`config.mk`:
```
export PLATFORM = sky130hd
export DESIGN_NAME = sysport_bank
export DESIGN_NICKNAME = d
export VERILOG_FILES = /design/src/rtl/sysport_pkg.sv /design/src/rtl/sysport_decode.sv /design/src/rtl/sysport_regs.sv /design/src/rtl/sysport_rdmux.sv /design/src/rtl/sysport_bank.sv
export SDC_FILE = /design/constraint.sdc
export NUM_CORES = 1
export LEC_CHECK = 0
export BUFFER_PORTS_ARGS = -buffer_cell sky130_fd_sc_hd__buf_2
export CAP_MARGIN = 30
export CORE_MARGIN = 2
export CORE_UTILIZATION = 58
export CTS_BUF_LIST = sky130_fd_sc_hd__clkbuf_4 sky130_fd_sc_hd__clkbuf_8 sky130_fd_sc_hd__clkbuf_16
export CTS_CLUSTER_DIAMETER = 30
export DETAILED_ROUTE_END_ITERATION = 10
export PLACE_DENSITY = 0.85
export SLEW_MARGIN = 20
export SYNTH_ARGS = -nofsm -noshare
export SYNTH_HDL_FRONTEND = slang
export SYNTH_SLANG_ARGS = --single-unit
```
`constraint.sdc`:
```
create_clock -name clk -period 3.34 [get_ports clk]
set_clock_uncertainty 0.15 [all_clocks]
set_input_delay 0.334 -clock clk [delete_from_list [all_inputs] [get_ports clk]]
set_output_delay 0.334 -clock clk [all_outputs]
set_load 0.005 [all_outputs]
```
`src/rtl/sysport_pkg.sv`:
```
package sysport_pkg;

  typedef enum logic [3:0] {
    P_NONE,
    P_SPECIAL,
    P_SCRATCH,
    P_ID_CPU,
    P_ID_FEAT,
    P_ID_STAT,
    P_LIGHT,
    P_ID_EQUIP,
    P_LOCK1,
    P_LOCK2,
    P_ID_KEY,
    P_SYSCTL,
    P_ID_CACHE,
    P_MAPMODE,
    P_HOLE
  } port_e;

  localparam int unsigned A_SPECIAL  = 32'h0092;
  localparam int unsigned A_SCR_BASE = 32'h0398;
  localparam int unsigned A_RANGE_LO = 32'h0800;
  localparam int unsigned A_RANGE_HI = 32'h0851;
  localparam int unsigned A_ID_CPU   = 32'h0800;
  localparam int unsigned A_ID_FEAT  = 32'h0802;
  localparam int unsigned A_ID_STAT  = 32'h0803;
  localparam int unsigned A_LIGHT    = 32'h0808;
  localparam int unsigned A_ID_EQUIP = 32'h080C;
  localparam int unsigned A_LOCK1    = 32'h0810;
  localparam int unsigned A_LOCK2    = 32'h0812;
  localparam int unsigned A_ID_KEY   = 32'h0818;
  localparam int unsigned A_SYSCTL   = 32'h081C;
  localparam int unsigned A_ID_CACHE = 32'h0823;
  localparam int unsigned A_MAPMODE  = 32'h0850;

  localparam int unsigned V_ID_CPU   = 32'hEF;
  localparam int unsigned V_ID_FEAT  = 32'hAD;
  localparam int unsigned V_ID_STAT  = 32'hE0;
  localparam int unsigned V_ID_EQUIP = 32'h3C;
  localparam int unsigned V_ID_LOCK1 = 32'h39;
  localparam int unsigned V_ID_KEY   = 32'h00;
  localparam int unsigned V_ID_CACHE = 32'h03;

endpackage

```
`src/rtl/sysport_decode.sv`:
```
module sysport_decode
  import sysport_pkg::*;
#(
  parameter int ADDR_W    = 16,
  parameter int SCRATCH_N = 2
) (
  input  logic [ADDR_W-1:0] addr,
  output port_e             sel
);

  always_comb begin
    sel = P_NONE;
    if (addr == ADDR_W'(A_SPECIAL)) begin
      sel = P_SPECIAL;
    end else if (addr >= ADDR_W'(A_SCR_BASE) &&
                 addr <  ADDR_W'(A_SCR_BASE + SCRATCH_N)) begin
      sel = P_SCRATCH;
    end else if (addr >= ADDR_W'(A_RANGE_LO) && addr <= ADDR_W'(A_RANGE_HI)) begin
      if      (addr == ADDR_W'(A_ID_CPU))   sel = P_ID_CPU;
      else if (addr == ADDR_W'(A_ID_FEAT))  sel = P_ID_FEAT;
      else if (addr == ADDR_W'(A_ID_STAT))  sel = P_ID_STAT;
      else if (addr == ADDR_W'(A_LIGHT))    sel = P_LIGHT;
      else if (addr == ADDR_W'(A_ID_EQUIP)) sel = P_ID_EQUIP;
      else if (addr == ADDR_W'(A_LOCK1))    sel = P_LOCK1;
      else if (addr == ADDR_W'(A_LOCK2))    sel = P_LOCK2;
      else if (addr == ADDR_W'(A_ID_KEY))   sel = P_ID_KEY;
      else if (addr == ADDR_W'(A_SYSCTL))   sel = P_SYSCTL;
      else if (addr == ADDR_W'(A_ID_CACHE)) sel = P_ID_CACHE;
      else if (addr == ADDR_W'(A_MAPMODE))  sel = P_MAPMODE;
      else                                  sel = P_HOLE;
    end
  end

endmodule

```
`src/rtl/sysport_regs.sv`:
```
module sysport_regs
  import sysport_pkg::*;
#(
  parameter int DATA_W    = 8,
  parameter int CTL_W     = 4,
  parameter int SCRATCH_N = 2,
  localparam int SIDX_W   = (SCRATCH_N > 1) ? $clog2(SCRATCH_N) : 1
) (
  input  logic                          clk,
  input  logic                          rst,
  input  logic                          wr,
  input  port_e                         sel,
  input  logic [SIDX_W-1:0]             sidx,
  input  logic [DATA_W-1:0]             wdata,
  output logic                          soft_rst_req,
  output logic                          le_mode,
  output logic                          disk_led,
  output logic                          lock1,
  output logic                          lock2,
  output logic [CTL_W-1:0]              sys_ctl,
  output logic                          map_mode,
  output logic [SCRATCH_N*DATA_W-1:0]   scratch
);

  always_ff @(posedge clk) begin
    if (rst) begin
      soft_rst_req <= 1'b0;
      lock1        <= 1'b0;
      lock2        <= 1'b0;
      le_mode      <= 1'b0;
      disk_led     <= 1'b0;
      sys_ctl      <= '0;
      map_mode     <= 1'b0;
    end else begin
      soft_rst_req <= wr && (sel == P_SPECIAL) && wdata[0];
      lock1        <= wr && (sel == P_LOCK1);
      lock2        <= wr && (sel == P_LOCK2);
      if (wr) begin
        case (sel)
          P_SPECIAL: le_mode  <= wdata[1];
          P_LIGHT:   disk_led <= wdata[0];
          P_SYSCTL:  sys_ctl  <= wdata[CTL_W-1:0];
          P_MAPMODE: map_mode <= wdata[0];
          default: ;
        endcase
      end
    end
  end

  for (genvar g = 0; g < SCRATCH_N; g++) begin : g_scr
    always_ff @(posedge clk) begin
      if (rst)
        scratch[g*DATA_W +: DATA_W] <= '0;
      else if (wr && sel == P_SCRATCH && sidx == SIDX_W'(g))
        scratch[g*DATA_W +: DATA_W] <= wdata;
    end
  end


  soft_req_chk: assert property (@(posedge clk) disable iff (rst)
    (wr && sel == P_SPECIAL && wdata[0]) |=> soft_rst_req);

  lock_excl_chk: assert property (@(posedge clk) disable iff (rst)
    $onehot0({lock1, lock2}));

  ctl_mask_chk: assert property (@(posedge clk) disable iff (rst)
    (wr && sel == P_SYSCTL) |=> sys_ctl == $past(wdata[CTL_W-1:0]));

  hold_chk: assert property (@(posedge clk) disable iff (rst)
    !wr |=> $stable({le_mode, disk_led, sys_ctl, map_mode, scratch}));

endmodule

```
`src/rtl/sysport_rdmux.sv`:
```
module sysport_rdmux
  import sysport_pkg::*;
#(
  parameter int DATA_W    = 8,
  parameter int CTL_W     = 4,
  parameter int SCRATCH_N = 2,
  localparam int SIDX_W   = (SCRATCH_N > 1) ? $clog2(SCRATCH_N) : 1
) (
  input  port_e                        sel,
  input  logic [SIDX_W-1:0]            sidx,
  input  logic [CTL_W-1:0]             sys_ctl,
  input  logic                         map_mode,
  input  logic [SCRATCH_N*DATA_W-1:0]  scratch,
  output logic [DATA_W-1:0]            rdata,
  output logic                         claim
);

  always_comb begin
    claim = (sel != P_NONE);
    case (sel)
      P_SPECIAL:  rdata = '0;
      P_SCRATCH:  rdata = scratch[sidx*DATA_W +: DATA_W];
      P_ID_CPU:   rdata = DATA_W'(V_ID_CPU);
      P_ID_FEAT:  rdata = DATA_W'(V_ID_FEAT);
      P_ID_STAT:  rdata = DATA_W'(V_ID_STAT);
      P_ID_EQUIP: rdata = DATA_W'(V_ID_EQUIP);
      P_LOCK1:    rdata = DATA_W'(V_ID_LOCK1);
      P_ID_KEY:   rdata = DATA_W'(V_ID_KEY);
      P_SYSCTL:   rdata = {{(DATA_W-CTL_W){1'b0}}, sys_ctl};
      P_ID_CACHE: rdata = DATA_W'(V_ID_CACHE);
      P_MAPMODE:  rdata = {{(DATA_W-1){1'b0}}, map_mode};
      P_NONE:     rdata = '0;
      default:    rdata = '1;
    endcase
  end

endmodule

```
`src/rtl/sysport_bank.sv`:
```
module sysport_bank
  import sysport_pkg::*;
#(
  parameter int ADDR_W    = 16,
  parameter int DATA_W    = 8,
  parameter int CTL_W     = 4,
  parameter int SCRATCH_N = 2
) (
  input  logic              clk,
  input  logic              rst,
  input  logic [ADDR_W-1:0] io_addr,
  input  logic [DATA_W-1:0] io_wdata,
  input  logic              io_rd,
  input  logic              io_wr,
  output logic [DATA_W-1:0] rd_data,
  output logic              rd_valid,
  output logic              soft_rst_req,
  output logic              le_mode,
  output logic              disk_led,
  output logic              nv_lock1_pulse,
  output logic              nv_lock2_pulse,
  output logic [CTL_W-1:0]  sys_ctl,
  output logic              io_map_mode
);

  localparam int SIDX_W = (SCRATCH_N > 1) ? $clog2(SCRATCH_N) : 1;

  port_e                       sel;
  logic [SIDX_W-1:0]           sidx;
  logic [SCRATCH_N*DATA_W-1:0] scratch;
  logic [DATA_W-1:0]           mux_data;
  logic                        claim;

  assign sidx = io_addr[SIDX_W-1:0];

  sysport_decode #(.ADDR_W(ADDR_W), .SCRATCH_N(SCRATCH_N)) u_dec (
    .addr (io_addr),
    .sel  (sel)
  );

  sysport_regs #(.DATA_W(DATA_W), .CTL_W(CTL_W), .SCRATCH_N(SCRATCH_N)) u_regs (
    .clk          (clk),
    .rst          (rst),
    .wr           (io_wr),
    .sel          (sel),
    .sidx         (sidx),
    .wdata        (io_wdata),
    .soft_rst_req (soft_rst_req),
    .le_mode      (le_mode),
    .disk_led     (disk_led),
    .lock1        (nv_lock1_pulse),
    .lock2        (nv_lock2_pulse),
    .sys_ctl      (sys_ctl),
    .map_mode     (io_map_mode),
    .scratch      (scratch)
  );

  sysport_rdmux #(.DATA_W(DATA_W), .CTL_W(CTL_W), .SCRATCH_N(SCRATCH_N)) u_mux (
    .sel      (sel),
    .sidx     (sidx),
    .sys_ctl  (sys_ctl),
    .map_mode (io_map_mode),
    .scratch  (scratch),
    .rdata    (mux_data),
    .claim    (claim)
  );

  always_ff @(posedge clk) begin
    if (rst) begin
      rd_valid <= 1'b0;
      rd_data  <= '0;
    end else begin
      rd_valid <= io_rd && claim;
      rd_data  <= (io_rd && claim) ? mux_data : '0;
    end
  end


  rd_timing_chk: assert property (@(posedge clk) disable iff (rst)
    rd_valid |-> $past(io_rd));

  idle_data_chk: assert property (@(posedge clk) disable iff (rst)
    !rd_valid |-> rd_data == '0);

  special_read_chk: assert property (@(posedge clk) disable iff (rst)
    (io_rd && io_addr == ADDR_W'(A_SPECIAL)) |=> (rd_valid && rd_data == '0));

endmodule

```
Word level (Yosys, flattened, before mapping):

Cells that the tools add are included.

* divide/modulo/power cells: 0
* reductions and logical operators: 18
* add/sub/neg operators: 0
* order comparisons: 4
* shift operators: 1
* mux-type cells: 15
* multiply operators: 0
* equality and inequality tests: 25
* bitwise gates (word level): 2

Operators with widths (number)
* $eq A16 B12 Y1 const B: 11
* $pmux W8 S10: 1
* $mux W4: 13
* $eq A4 B4 Y1 const B: 6
* $eq A16 B8 Y1 const B: 1
* $eq A4 B3 Y1 const B: 4
* $ge A16 B10 Y1 const B: 1
* $ge A16 B12 Y1 const B: 1
* $le A16 B12 Y1 const B: 1
* $lt A16 B10 Y1 const B: 1
* $shiftx A16 B5 Y8: 1
* $logic_and A1 B1 Y1: 10
* $eq A4 B2 Y1 const B: 2
* $reduce_and A2 Y1: 4
* $eq A4 B1 Y1 const B: 1
* $logic_not A4 Y1: 1
* $reduce_bool A4 Y1: 1
* $reduce_or A3 Y1: 1
* $mux W2: 1
* $not A1 Y1: 2
* $reduce_or A2 Y1: 1

* output and inout port bits: 19
* bits in writable memories: 0
* register bits after elaboration: 35
* word-level logic and storage cells: 76
* input port bits: 28
* latch bits: 0
* memories: 0
* memory bits (read-only): 0

Longest topological paths before layout:

Gate-level depths: netlist (run 1).

* word-level depth: 19
* mapped depth: 8
* depth with buffers taken out: 6

Cells and area by module:

From an unflattened synthesis (run 1), not the netlist that was laid out.

* cells, all modules: 213
* area, all modules: 2048.2 um2

Modules (own cells, without submodules)
* sysport_regs: area an instance 1081.0 um2, times used 1, seq. area each 520.5 um2, cells an instance 99
* sysport_rdmux: area an instance 400.4 um2, times used 1, seq. area each 0.0 um2, cells an instance 54
* sysport_decode: area an instance 297.8 um2, times used 1, seq. area each 0.0 um2, cells an instance 42
* sysport_bank: area an instance 269.0 um2, times used 1, seq. area each 180.2 um2, cells an instance 18

Worst setup path after synthesis (run 1):

Ideal clock, no wire load.

* path type: input port to flip-flop
* start point: in io_addr[12]
* end point: reg u_regs.disk_led
* arrival: 1923 ps
* data required time: 3058 ps
* stages on the path: 6
* setup time: 132 ps
* path buffers: 0
* setup slack: 1135 ps
* path through: or4_4 nor3b_4 o311ai_2 a221o_1 o21ai_1 a21oi_1

* cells in the longest elaborated chain, start to end: 17
* elaborated cells between the ends (all ways): 34
* those cells by class: 4 x order compare; 13 x eq/ne; 14 x mux; 3 x reduce/logical

Ends and longest elaborated chain
* from (decl): RTL line sysport_bank.sv:11 `input logic [ADDR_W-1:0] io_addr,`
* $eq A16 B12 Y1: RTL line sysport_decode.sv:29 `else if (addr == ADDR_W'(A_MAPMODE)) sel = P_MAPMODE;`
* $mux W2: RTL line sysport_decode.sv:29
* $mux W4: RTL line sysport_decode.sv:28 `else if (addr == ADDR_W'(A_ID_CACHE)) sel = P_ID_CACHE;`
* $mux W4: RTL line sysport_decode.sv:27 `else if (addr == ADDR_W'(A_SYSCTL)) sel = P_SYSCTL;`
* $mux W4: RTL line sysport_decode.sv:26 `else if (addr == ADDR_W'(A_ID_KEY)) sel = P_ID_KEY;`
* $mux W4: RTL line sysport_decode.sv:25 `else if (addr == ADDR_W'(A_LOCK2)) sel = P_LOCK2;`
* $mux W4: RTL line sysport_decode.sv:24 `else if (addr == ADDR_W'(A_LOCK1)) sel = P_LOCK1;`
* $mux W4: RTL line sysport_decode.sv:23 `else if (addr == ADDR_W'(A_ID_EQUIP)) sel = P_ID_EQUIP;`
* $mux W4: RTL line sysport_decode.sv:22 `else if (addr == ADDR_W'(A_LIGHT)) sel = P_LIGHT;`
* $mux W4: RTL line sysport_decode.sv:21 `else if (addr == ADDR_W'(A_ID_STAT)) sel = P_ID_STAT;`
* $mux W4: RTL line sysport_decode.sv:20 `else if (addr == ADDR_W'(A_ID_FEAT)) sel = P_ID_FEAT;`
* $mux W4: RTL line sysport_decode.sv:19 `if (addr == ADDR_W'(A_ID_CPU)) sel = P_ID_CPU;`
* $mux W4: RTL line sysport_decode.sv:18 `end else if (addr >= ADDR_W'(A_RANGE_LO) && addr <= ADDR_W'(A_RANGE_HI)) begin`
* $mux W4: RTL line sysport_decode.sv:15 `end else if (addr >= ADDR_W'(A_SCR_BASE) &&`
* $mux W4 (*): RTL line sysport_decode.sv:13 `if (addr == ADDR_W'(A_SPECIAL)) begin`
* $eq A4 B3 Y1 (*): RTL line sysport_regs.sv:39 `case (sel)`
* $reduce_and A2 Y1 (no line) (*)
* to (signal assigned): RTL line sysport_regs.sv:41 `P_LIGHT: disk_led <= wdata[0];`
* to (decl): RTL line sysport_regs.sv:17 `output logic disk_led,`

Mark *: on every way between the ends. The rest lies on a longest branch, timed or not.
A chain may end at the register's enable or synchronous reset.

Worst setup path in the final report (run 1):

* start point: in io_addr[12]
* end point: reg rd_data[7]

* cells in the longest elaborated chain, start to end: 19
* elaborated cells between the ends (all ways): 50
* those cells by class: 4 x order compare; 23 x eq/ne; 15 x mux; 1 x bitwise; 7 x reduce/logical

Ends and longest elaborated chain
* $eq A16 B12 Y1: RTL line sysport_decode.sv:29
* $mux W2: RTL line sysport_decode.sv:29
* $mux W4: RTL line sysport_decode.sv:28
* $mux W4: RTL line sysport_decode.sv:27
* $mux W4: RTL line sysport_decode.sv:26
* $mux W4: RTL line sysport_decode.sv:25
* $mux W4: RTL line sysport_decode.sv:24
* $mux W4: RTL line sysport_decode.sv:23
* $mux W4: RTL line sysport_decode.sv:22
* $mux W4: RTL line sysport_decode.sv:21
* $mux W4: RTL line sysport_decode.sv:20
* $mux W4: RTL line sysport_decode.sv:19
* $mux W4: RTL line sysport_decode.sv:18
* $mux W4: RTL line sysport_decode.sv:15
* $mux W4 (*): RTL line sysport_decode.sv:13
* branches (longest 4 deep; another with $pmux W8 S10)
* to (signal assigned): RTL line sysport_bank.sv:74 `rd_data <= (io_rd && claim) ? mux_data : '0;`
* to (decl): RTL line sysport_bank.sv:15 `output logic [DATA_W-1:0] rd_data,`

Every way passes the cells marked *.

==> results of run 1 <==
[routing by layer]
layer,vias to the layer above,GRT usage [%]
li1,976,-
met1,923,36.8
met2,102,42.8
met3,10,6.07
met4,0,9.51
met5,-,0
[Yosys cell counts, types with 2 or more instances]
cell      instances
or3_1             3
o21ai_1          11
mux2_2            2
nand3b_1          3
buf_6             3
o21ai_0           2
dfxtp_1          35
a221o_1           2
mux2i_1          13
nor2b_1           2
nor3_1           11
or2_1             2
nand2_1          15
a21oi_1          24
nor3b_4           2
nor2_1           25
inv_1             5
clkbuf_1          4
nor4bb_1          2
buf_1             2
nand4_1           3
a21o_1            2
a31oi_1           4
nand3_1          20
nand2b_1          3
and3_1            2
buf_4             2
[logic make-up after synthesis]
logic type      Yosys count
compound gates           65
flops                    35
buf+inv                  16
simple gates            104
xor+xnor                  1
mux                      15
[cell type report]
| cell class | instances | share of cell area [%] |
|---|---|---|
| Clock buffer | 7 | 2.26 |
| Clock inverter | 1 | 0.215 |
| Inverter | 5 | 0.806 |
| Multi-Input combinational cell | 185 | 53.9 |
| Sequential cell | 35 | 30.1 |
| Tap cell | 46 | 2.47 |
| Timing Repair Buffer | 47 | 10.2 |
[through the flow]
stage	hold slack, ps	total power, mW
global route	99.1	0.762
detailed placement	318	0.509
CTS	103	0.728
floorplan	299	0.477
global placement	312	0.509
finish	89.6	0.731
[how the worst min path moves through the flow]
stage	to	slack (ps)	cells past startpoint
after CTS	u_regs.scratch[13]	100	3
final	u_regs.scratch[13]	90	3
after floorplan	rd_data[5]	300	2
after global placement	u_regs.scratch[1]	310	2
after global routing	u_regs.scratch[7]	100	3
after detailed placement	u_regs.le_mode	320	2
[worst register-to-register path: cells and delay by family, from the launching register on]
family,cells,cell delay (ps)
multiplexers,1,280
AO/OA/AOI/OAI,3,620
flip-flops,1,340
[power by group]
part / internal (mW) / switching [mW]
clock network: 0.0982 / 0.130
logic: 0.0286 / 0.0564
registers: 0.417 / 0.0000281
total: 0.544 / 0.187
[state kept, by name (all words and copies together), names as in the netlist]
register             flops
u_regs.le_mode           1
u_regs.scratch          16
u_regs.map_mode          1
u_regs.lock1             1
u_regs.lock2             1
u_regs.disk_led          1
u_regs.sys_ctl           4
rd_valid                 1
rd_data                  8
u_regs.soft_rst_req      1
==> impl_metrics.env, run 1 <==
export IMPL_status="finished, final reports clean"
export IMPL_port_buffers=46
export IMPL_routed_via_density=6.17
export IMPL_r2r_end="rd_data[0]"
export IMPL_antenna_cells=0
export IMPL_startpoint="io_addr[12]"
export IMPL_crit_end="rd_data[7]"
export IMPL_synth_top_family_by_area="simple AND/OR/NAND/NOR gates"
export IMPL_post_cts_resized=0
export IMPL_netlist_area_sq_um=2050
export IMPL_synth_nets=264
export IMPL_crit_required_ps=3390
export IMPL_cp_slowest_cell="or4_4"
export IMPL_ys_warnings_count=0
export IMPL_synth_top_area_share_pct=34.3
export IMPL_layout_commonest_cell="buf_2"
export IMPL_ant_nets=0
export IMPL_synth_seq_area_share_pct=34.3
export IMPL_dr_wl_met2_mm=2.45
export IMPL_reg2regPathDepth=4
export IMPL_relSlewSlack_pct=53.8
export IMPL_numCtsBuffers=5
export IMPL_io_pins=47
export IMPL_synth_xor_area_share_pct=0.428
export IMPL_setup_slack_ps=887
export IMPL_stdcell_count=326
export IMPL_dieArea_sq_um=4020
export IMPL_end_kind="flip-flop"
export IMPL_dr_pass1_iters=4
export IMPL_muxShareOfSynthArea_pct=7.46
export IMPL_finalHoldViolCount=0
export IMPL_top_layer="met4"
export IMPL_crit_fanout=9
export IMPL_finalCoreUtilization_pct=69.2
export IMPL_path_clk_slew_ps=90
export IMPL_fin_crit_sh_pct=73.4
export IMPL_r2r_start="u_regs.scratch[8]"
export IMPL_cts_sinks=35
export IMPL_h_tree_depth=2
export IMPL_cts_tree="done"
export IMPL_slew_viol_final=0
export IMPL_die_h_um=63.4
export IMPL_max_vdd_ir_drop_mv=0.297
export IMPL_finalSetupTns_ps=0
export IMPL_synth_compound_area_share_pct=24.5
export IMPL_max_stage_delay_ps=560
export IMPL_hold_start="io_wdata[5]"
export IMPL_clk_latency_ps=340
export IMPL_synth_cells=236
export IMPL_synth_adder_area_share_pct=0
export IMPL_rows=21
export IMPL_crit_buf_inv=2
export IMPL_overflow=0
export IMPL_nets=307
export IMPL_p_leak_nw=0.942
export IMPL_start_util_pct=60.8
export IMPL_rsz0062_at_grt="false"
export IMPL_drt_wl_total_mm=5.27
export IMPL_async_flop_share_pct=0
export IMPL_nFillCells=315
export IMPL_synth_distinct_cells=59
export IMPL_post_route_min_period_ps=2450
export IMPL_path_class="primary input to flip-flop"
export IMPL_cp_data_arrival_time_ps=2500
export IMPL_final_cell_mix="46 x buf_2, 35 x dfxtp_1, 25 x nor2_1"
export IMPL_clockBufferDepth=2
export IMPL_antenna_found_initial=0
export IMPL_fmax_ghz=0.408
export IMPL_tightest_slew_ps=691
export IMPL_yosys_area_share_simple_pct=29.0
export IMPL_num_vias=2011
export IMPL_ys_flop_type="dfxtp_1"
export IMPL_wl_met3_um=436
export IMPL_yosys_top_cells_area="dfxtp_1 34%, mux2i_1 6.4%, a21oi_1 5.9%"
export IMPL_p_per_area_nw_per_um2=314
export IMPL_coreArea_sq_um=3360
export IMPL_post_cts_buffers=0
export IMPL_seqCellArea_sq_um=701
export IMPL_regToRegSetupSlack_ps=1830
export IMPL_dpl_cell_area_sq_um=2270
export IMPL_post_dp_hpwl_mm=3.83
export IMPL_dp_worst_setup_slack_ps=550
export IMPL_avgSynthCellArea_sq_um=8.67
export IMPL_drc=0
export IMPL_ys_ff_latch=35
export IMPL_m1WireLength_mm=2.31
export IMPL_dp_cells=318
export IMPL_grt_max_degree=27
export IMPL_hold_path_class="primary input to flip-flop"
export IMPL_critPathLaunchType="primary input"
export IMPL_drtIter0Drc=152
export IMPL_crit_cells=8
export IMPL_fp_dieW_um=63.4
export IMPL_holdBufCountCts=0
export IMPL_clockRootBuffer="clkbuf_4"
export IMPL_synth_edf_count=0
export IMPL_cp_top_family="simple AND/OR/NAND/NOR gates"
export IMPL_gp_congestion=0.892
export IMPL_drive_gt1_share_pct=26.4
export IMPL_grt_usage_pct=27.3
export IMPL_path_cells="buf_2 -> or4_4 -> nor3b_4 -> buf_4 -> o311a_2 -> a21oi_1 -> a211oi_1 -> a31oi_1"
export IMPL_area_delta_synth_final_pct=13.8
export IMPL_setup_viol=0
export IMPL_avgRoutedWirePerCell_um=16.2
export IMPL_synth_top_area_cell="dfxtp_1"
export IMPL_final_area_sq_um=2330
export IMPL_maxCapViolCount=0
export IMPL_grt_pass1_wl_mm=8.71
export IMPL_multi_input_comb_area_sq_um=1250
export IMPL_grt_pass1_vias=1835
Note: power is estimated with default switching activity, not from simulation.
==> run 2, diff against run 1 <==
--- a/config.mk
+++ b/config.mk
@@ -8,11 +8,11 @@
 export BUFFER_PORTS_ARGS = -buffer_cell sky130_fd_sc_hd__buf_2
 export CAP_MARGIN = 30
 export CORE_MARGIN = 2
-export CORE_UTILIZATION = 58
+export CORE_UTILIZATION = 48
 export CTS_BUF_LIST = sky130_fd_sc_hd__clkbuf_4 sky130_fd_sc_hd__clkbuf_8 sky130_fd_sc_hd__clkbuf_16
 export CTS_CLUSTER_DIAMETER = 30
 export DETAILED_ROUTE_END_ITERATION = 10
-export PLACE_DENSITY = 0.85
+export PLACE_DENSITY = 0.75
 export SLEW_MARGIN = 20
 export SYNTH_ARGS = -nofsm -noshare
 export SYNTH_HDL_FRONTEND = slang
==> constraint.sdc (replaced) <==
create_clock -name clk -period 2.1 [get_ports clk]
set_clock_uncertainty 0.15 [all_clocks]
set_input_delay 0.21 -clock clk [delete_from_list [all_inputs] [get_ports clk]]
set_output_delay 0.21 -clock clk [all_outputs]
set_load 0.005 [all_outputs]
==> run 2 against run 1 <==
Against the previous run:
- clock power is 110% higher
- sequential share of layout area is 5.2 points lower
- register-to-register slack worse by 1200 ps
- count of clock-buffer cells in the layout stayed put
- non-clock buffer count is 45 higher
- hold slack worse by 70 ps
- combinational power is 110% higher
- power is 82% higher
- global-route usage is 3.0 points lower
- critical path depth stayed put
- setup slack worse by 830 ps
- utilization is 0.18 points higher
- highest routed layer unchanged
==> impl_metrics.env, run 2 (synthesis results as in run 1) <==
export IMPL_dpl_cell_area_sq_um=2600
export IMPL_drive_gt1_share_pct=39.3
export IMPL_grt_pass1_wl_mm=9.49
export IMPL_regToRegSetupSlack_ps=610
export IMPL_critPathLaunchType="primary input"
export IMPL_fp_dieW_um=69.3
export IMPL_holdBufCountCts=0
export IMPL_io_pins=47
export IMPL_setup_viol=0
export IMPL_nets=353
export IMPL_drtIter0Drc=175
export IMPL_status="finished, final reports clean"
export IMPL_post_route_min_period_ps=2040
export IMPL_grt_usage_pct=24.3
export IMPL_layout_commonest_cell="buf_2"
export IMPL_crit_required_ps=2110
export IMPL_swShare_pct=25.1
export IMPL_die_h_um=69.3
export IMPL_ant_nets=0
export IMPL_coreArea_sq_um=4060
export IMPL_drt_wl_total_mm=6.20
export IMPL_crit_fanout=5
export IMPL_slew_viol_final=0
export IMPL_cts_sinks=35
export IMPL_fin_crit_sh_pct=97.1
export IMPL_finalHoldViolCount=0
export IMPL_clockRootBuffer="clkbuf_8"
export IMPL_start_util_pct=50.4
export IMPL_overflow=0
export IMPL_clk_latency_ps=290
export IMPL_grtUsageMet2_pct=38.1
export IMPL_p_per_area_nw_per_um2=472
export IMPL_antenna_found_initial=0
export IMPL_clockPowerShare_pct=36.7
export IMPL_hold_path_class="primary input to flip-flop"
export IMPL_numCtsBuffers=5
export IMPL_path_class="primary input to flip-flop"
export IMPL_grt_pass1_vias=2038
export IMPL_power_mw=1.33
export IMPL_p_leak_nw=1.20
export IMPL_area_delta_synth_final_pct=37.6
export IMPL_post_dp_hpwl_mm=4.43
export IMPL_drc=0
export IMPL_fmax_ghz=0.490
export IMPL_clockBufferDepth=2
export IMPL_max_vdd_ir_drop_mv=0.503
export IMPL_path_clk_slew_ps=70
export IMPL_grt_busiest_layer="met2"
export IMPL_largest_registers="u_regs.scratch (16), rd_data (8), u_regs.sys_ctl (4)"
export IMPL_final_area_sq_um=2820
export IMPL_rows=23
export IMPL_finalSetupTns_ps=0
export IMPL_tightest_slew_ps=799
export IMPL_port_buffers=46
export IMPL_maxCapViolCount=0
export IMPL_relSlewSlack_pct=46.2
export IMPL_antenna_cells=0
export IMPL_cts_tree="done"
export IMPL_rsz0062_at_grt="false"
export IMPL_dieArea_sq_um=4800
export IMPL_grt_max_degree=27
export IMPL_gp_congestion=0.989
export IMPL_cp_data_arrival_time_ps=2050
export IMPL_use_met1_pct=33.2
export IMPL_grt_util_met3_pct=5.67
export IMPL_seqPwrFrac_pct=49.9
export IMPL_avgRoutedWirePerCell_um=16.5
export IMPL_dr_pass1_iters=4
export IMPL_num_vias=2210
export IMPL_p_switching_uw=334
export IMPL_h_tree_depth=2
export IMPL_intPower_uw=996
export IMPL_largest_register_ff_count=16
export IMPL_regMostFlops="u_regs.scratch"
export IMPL_final_cell_mix="44 x buf_2, 42 x buf_4, 35 x dfxtp_1"
export IMPL_combPwrFrac_pct=13.4
export IMPL_routed_via_density=5.88
export IMPL_end_kind="flip-flop"
run 2: cell types whose count changed in the layout (fill, tap and decap cells not counted), sizes merged:
| cell | previous run | this run |
|---|---|---|
| buf | 47 | 92 |
| a221o | 2 | 3 |
run 2: timing repair:
action                     CTS  global route
pin swaps                    0             7
cloned                       0             1
setup buffers                0             5
setup endpoints to repair    6            26
gates resized for setup      1            14
run 2: critical path: stages:
cell      delay, ps
buf_6            90
or4_4           550
nor3b_4         210
buf_6           150
o311ai_4        120
a221o_2         480
o21ai_1         150
a21oi_1          70
run 2: path summary, 6_finish.rpt:
check | start | endpoint | cells past startpoint
setup / recovery | io_addr[14] | u_regs.scratch[3] | 8
hold / removal | io_wdata[4] | u_regs.scratch[12] | 3
setup reg to reg | u_regs.scratch[8] | rd_data[0] | 4
hold reg to reg | u_regs.scratch[7] | u_regs.scratch[7] | 2
run 2: cell type report:
class,instances,area [sq um]
Tap cell,50,62.6
Clock buffer,7,83.8
Sequential cell,35,701
Clock inverter,1,5.00
Timing Repair Buffer,92,621
Inverter,5,18.8
Fill cell,321,1240
Multi-Input combinational cell,186,1320
run 2: power groups by stage:
stage	Sequential (mW)	Clock (mW)	Combinational [mW]
final	0.664	0.488	0.178
after global routing	0.663	0.526	0.190
after CTS	0.664	0.498	0.164
after detailed placement	0.679	0	0.163
after global placement	0.679	0	0.163
after floorplan	0.679	0	0.0797
run 2: stage by stage:
stage	utilization (%)	hold WS [ps]	instances	worst slack, ps
after floorplan	-	204	236	19.1
after global placement	64.1	307	362	-239
after detailed placement	64.1	318	362	-312
after CTS	66.3	19.3	370	5.99
after global routing	69.4	39.1	376	6.67
final	69.4	19.5	376	60.2
run 2: per-layer routing:
layer  part of all wire (%)  routed length (um)
met1                     44                2730
met2                     47                2900
met3                    6.3                 391
met4                    2.8                 171
met5                      0                   0
==> run 3, diff against run 2 <==
--- a/config.mk
+++ b/config.mk
@@ -12,6 +12,7 @@
 export CTS_BUF_LIST = sky130_fd_sc_hd__clkbuf_4 sky130_fd_sc_hd__clkbuf_8 sky130_fd_sc_hd__clkbuf_16
 export CTS_CLUSTER_DIAMETER = 30
 export DETAILED_ROUTE_END_ITERATION = 10
+export HOLD_SLACK_MARGIN = 0.05
 export PLACE_DENSITY = 0.75
 export SLEW_MARGIN = 20
 export SYNTH_ARGS = -nofsm -noshare
==> run 3 against run 2 <==
Against the previous run:
- combinational power increased by 5%
- global-route usage increased by 0.30 points
- maximum frequency decreased by 0.26%
- power up 0.73%
- wire length grew 1.7%
- setup slack worse by 5.3 ps
- utilization is 1.5 points higher
- via count is 0.59% higher
- sequential power about the same
- cell area increased by 2.1%
- first-iteration DRC count up 11%
- critical path type unchanged
- critical endpoint is now u_regs.scratch[7]
- largest cell class unchanged
==> impl_metrics.env, run 3 (synthesis results as in run 1) <==
export IMPL_status="finished, final reports clean"
export IMPL_hold_path_class="primary input to flip-flop"
export IMPL_grt_max_degree=27
export IMPL_area_delta_synth_final_pct=40.6
export IMPL_dr_pass1_iters=4
export IMPL_numCtsBuffers=5
export IMPL_drt_wl_total_mm=6.30
export IMPL_clockBufferDepth=2
export IMPL_path_class="primary input to flip-flop"
export IMPL_avgRoutedWirePerCell_um=16.5
export IMPL_fp_dieW_um=69.3
export IMPL_num_vias=2223
export IMPL_largest_register_ff_count=16
export IMPL_crit_end="u_regs.scratch[7]"
export IMPL_final_cell_mix="44 x buf_2, 42 x buf_4, 35 x dfxtp_1"
export IMPL_nets=359
export IMPL_post_dp_hpwl_mm=4.43
export IMPL_grt_usage_pct=24.6
export IMPL_fmax_ghz=0.489
export IMPL_cts_sinks=35
export IMPL_rows=23
export IMPL_drtIter0Drc=194
export IMPL_clk_latency_ps=290
export IMPL_stdcell_count=382
export IMPL_end_kind="flip-flop"
export IMPL_dieArea_sq_um=4800
export IMPL_antenna_found_initial=0
export IMPL_grt_pass1_wl_mm=9.61
export IMPL_finalCoreUtilization_pct=70.9
export IMPL_ant_nets=0
export IMPL_coreArea_sq_um=4060
export IMPL_largest_registers="u_regs.scratch (16), rd_data (8), u_regs.sys_ctl (4)"
export IMPL_finalHoldViolCount=0
export IMPL_regToRegSetupSlack_ps=610
export IMPL_dp_cells=362
export IMPL_routed_via_density=5.82
export IMPL_gp_congestion=0.989
export IMPL_overflow=0
export IMPL_max_vdd_ir_drop_mv=0.500
export IMPL_startpoint="io_addr[14]"
export IMPL_io_pins=47
export IMPL_start_util_pct=50.4
export IMPL_rsz0062_at_grt="false"
export IMPL_path_cells="buf_6 -> or4_4 -> nor3b_4 -> buf_6 -> o311ai_4 -> a221o_2 -> o21ai_2 -> a21oi_2"
export IMPL_slew_viol_final=0
export IMPL_critPathLaunchType="primary input"
export IMPL_maxCapViolCount=0
export IMPL_p_per_area_nw_per_um2=466
export IMPL_r2r_end="rd_data[0]"
export IMPL_antenna_cells=0
export IMPL_cp_data_arrival_time_ps=2060
export IMPL_grt_pass1_vias=2065
export IMPL_p_leak_nw=1.23
export IMPL_power_mw=1.34
export IMPL_crit_top_cell="buf_6"
export IMPL_r2r_start="u_regs.scratch[8]"
export IMPL_post_route_min_period_ps=2050
export IMPL_h_tree_depth=2
export IMPL_path_clk_slew_ps=70
export IMPL_fin_crit_sh_pct=97.4
export IMPL_cp_slowest_cell="or4_4"
export IMPL_layout_commonest_cell="buf_2"
export IMPL_max_stage_delay_ps=550
export IMPL_regMostFlops="u_regs.scratch"
export IMPL_clockRootBuffer="clkbuf_8"
export IMPL_setup_viol=0
export IMPL_drc=0
export IMPL_drive_gt1_share_pct=38.6
export IMPL_crit_fanout=5
export IMPL_port_buffers=46
export IMPL_cts_tree="done"
export IMPL_reg2regPathDepth=4
export IMPL_relSlewSlack_pct=45.6
export IMPL_die_h_um=69.3
export IMPL_crit_required_ps=2110
export IMPL_tightest_slew_ps=808
## run 3: cell count changes in the layout (fill, tap and decap cells not counted)
| cell | delta |
|---|---|
| dlygate4sd3_1 | +6 |
## run 3: power breakdown
part | switching, mW | internal [mW]
registers | 0.0000473 | 0.664
logic | 0.106 | 0.0812
clock network | 0.230 | 0.258
total | 0.336 | 1.00
## run 3: cell type report
| cell class | count | area (sq um) |
|---|---|---|
| inverters | 5 | 18.8 |
| fillers | 310 | 1180 |
| repair buffers | 98 | 681 |
| clock buffers | 7 | 83.8 |
| multi-input cells | 186 | 1320 |
| flip-flops and latches | 35 | 701 |
| well taps | 50 | 62.6 |
| clock inverters | 1 | 5.00 |
## run 3: worst max-delay path: cells and delay by family
kind,cells,cell delay [ps]
buffers and inverters,2,240
and+or+nand+nor,2,760
AOI/OAI and AO/OA,4,840
## run 3: metrics by stage
stage,TNS (ps),instance area (sq um),setup WS (ps),hold WS (ps)
finish,0,2880,54.9,61.6
detailed placement,-6510,2600,-312,318
floorplan,0,2050,19.1,204
global placement,-4880,2600,-239,307
CTS,0,2750,5.99,61.1
global route,0,2880,12.8,79.6
## run 3: worst min path at each step
stage          depth (start not counted)                  to         from
6_report                               3   u_regs.scratch[9]  io_wdata[1]
5_1_grt                                3   u_regs.scratch[1]  io_wdata[1]
4_1_cts                                3   u_regs.scratch[1]  io_wdata[1]
3_5_place_dp                           3  u_regs.scratch[12]  io_wdata[4]
3_3_place_gp                           3  u_regs.scratch[12]  io_wdata[4]
2_1_floorplan                          2     u_regs.map_mode  io_wdata[0]
## run 3: metal layers
layer  share of wire [%]  global-route usage [%]  vias to the layer above
met2                  46                    38.7                       90
li1                    -                       -                     1073
met4                 2.6                    7.19                        0
met5                   0                       0                        -
met1                  45                    33.7                     1043
met3                 6.2                    5.67                       17
## run 3: what timing repair did
| item | in CTS | in global routing |
|---|---|---|
| hold buffers | 6 | 0 |
| cloned | 0 | 1 |
| setup endpoints to repair | 6 | 26 |
| setup buffers | 0 | 5 |
| hold endpoints to repair | 11 | 0 |
| gates resized for setup | 1 | 14 |
| pin swaps | 0 | 7 |
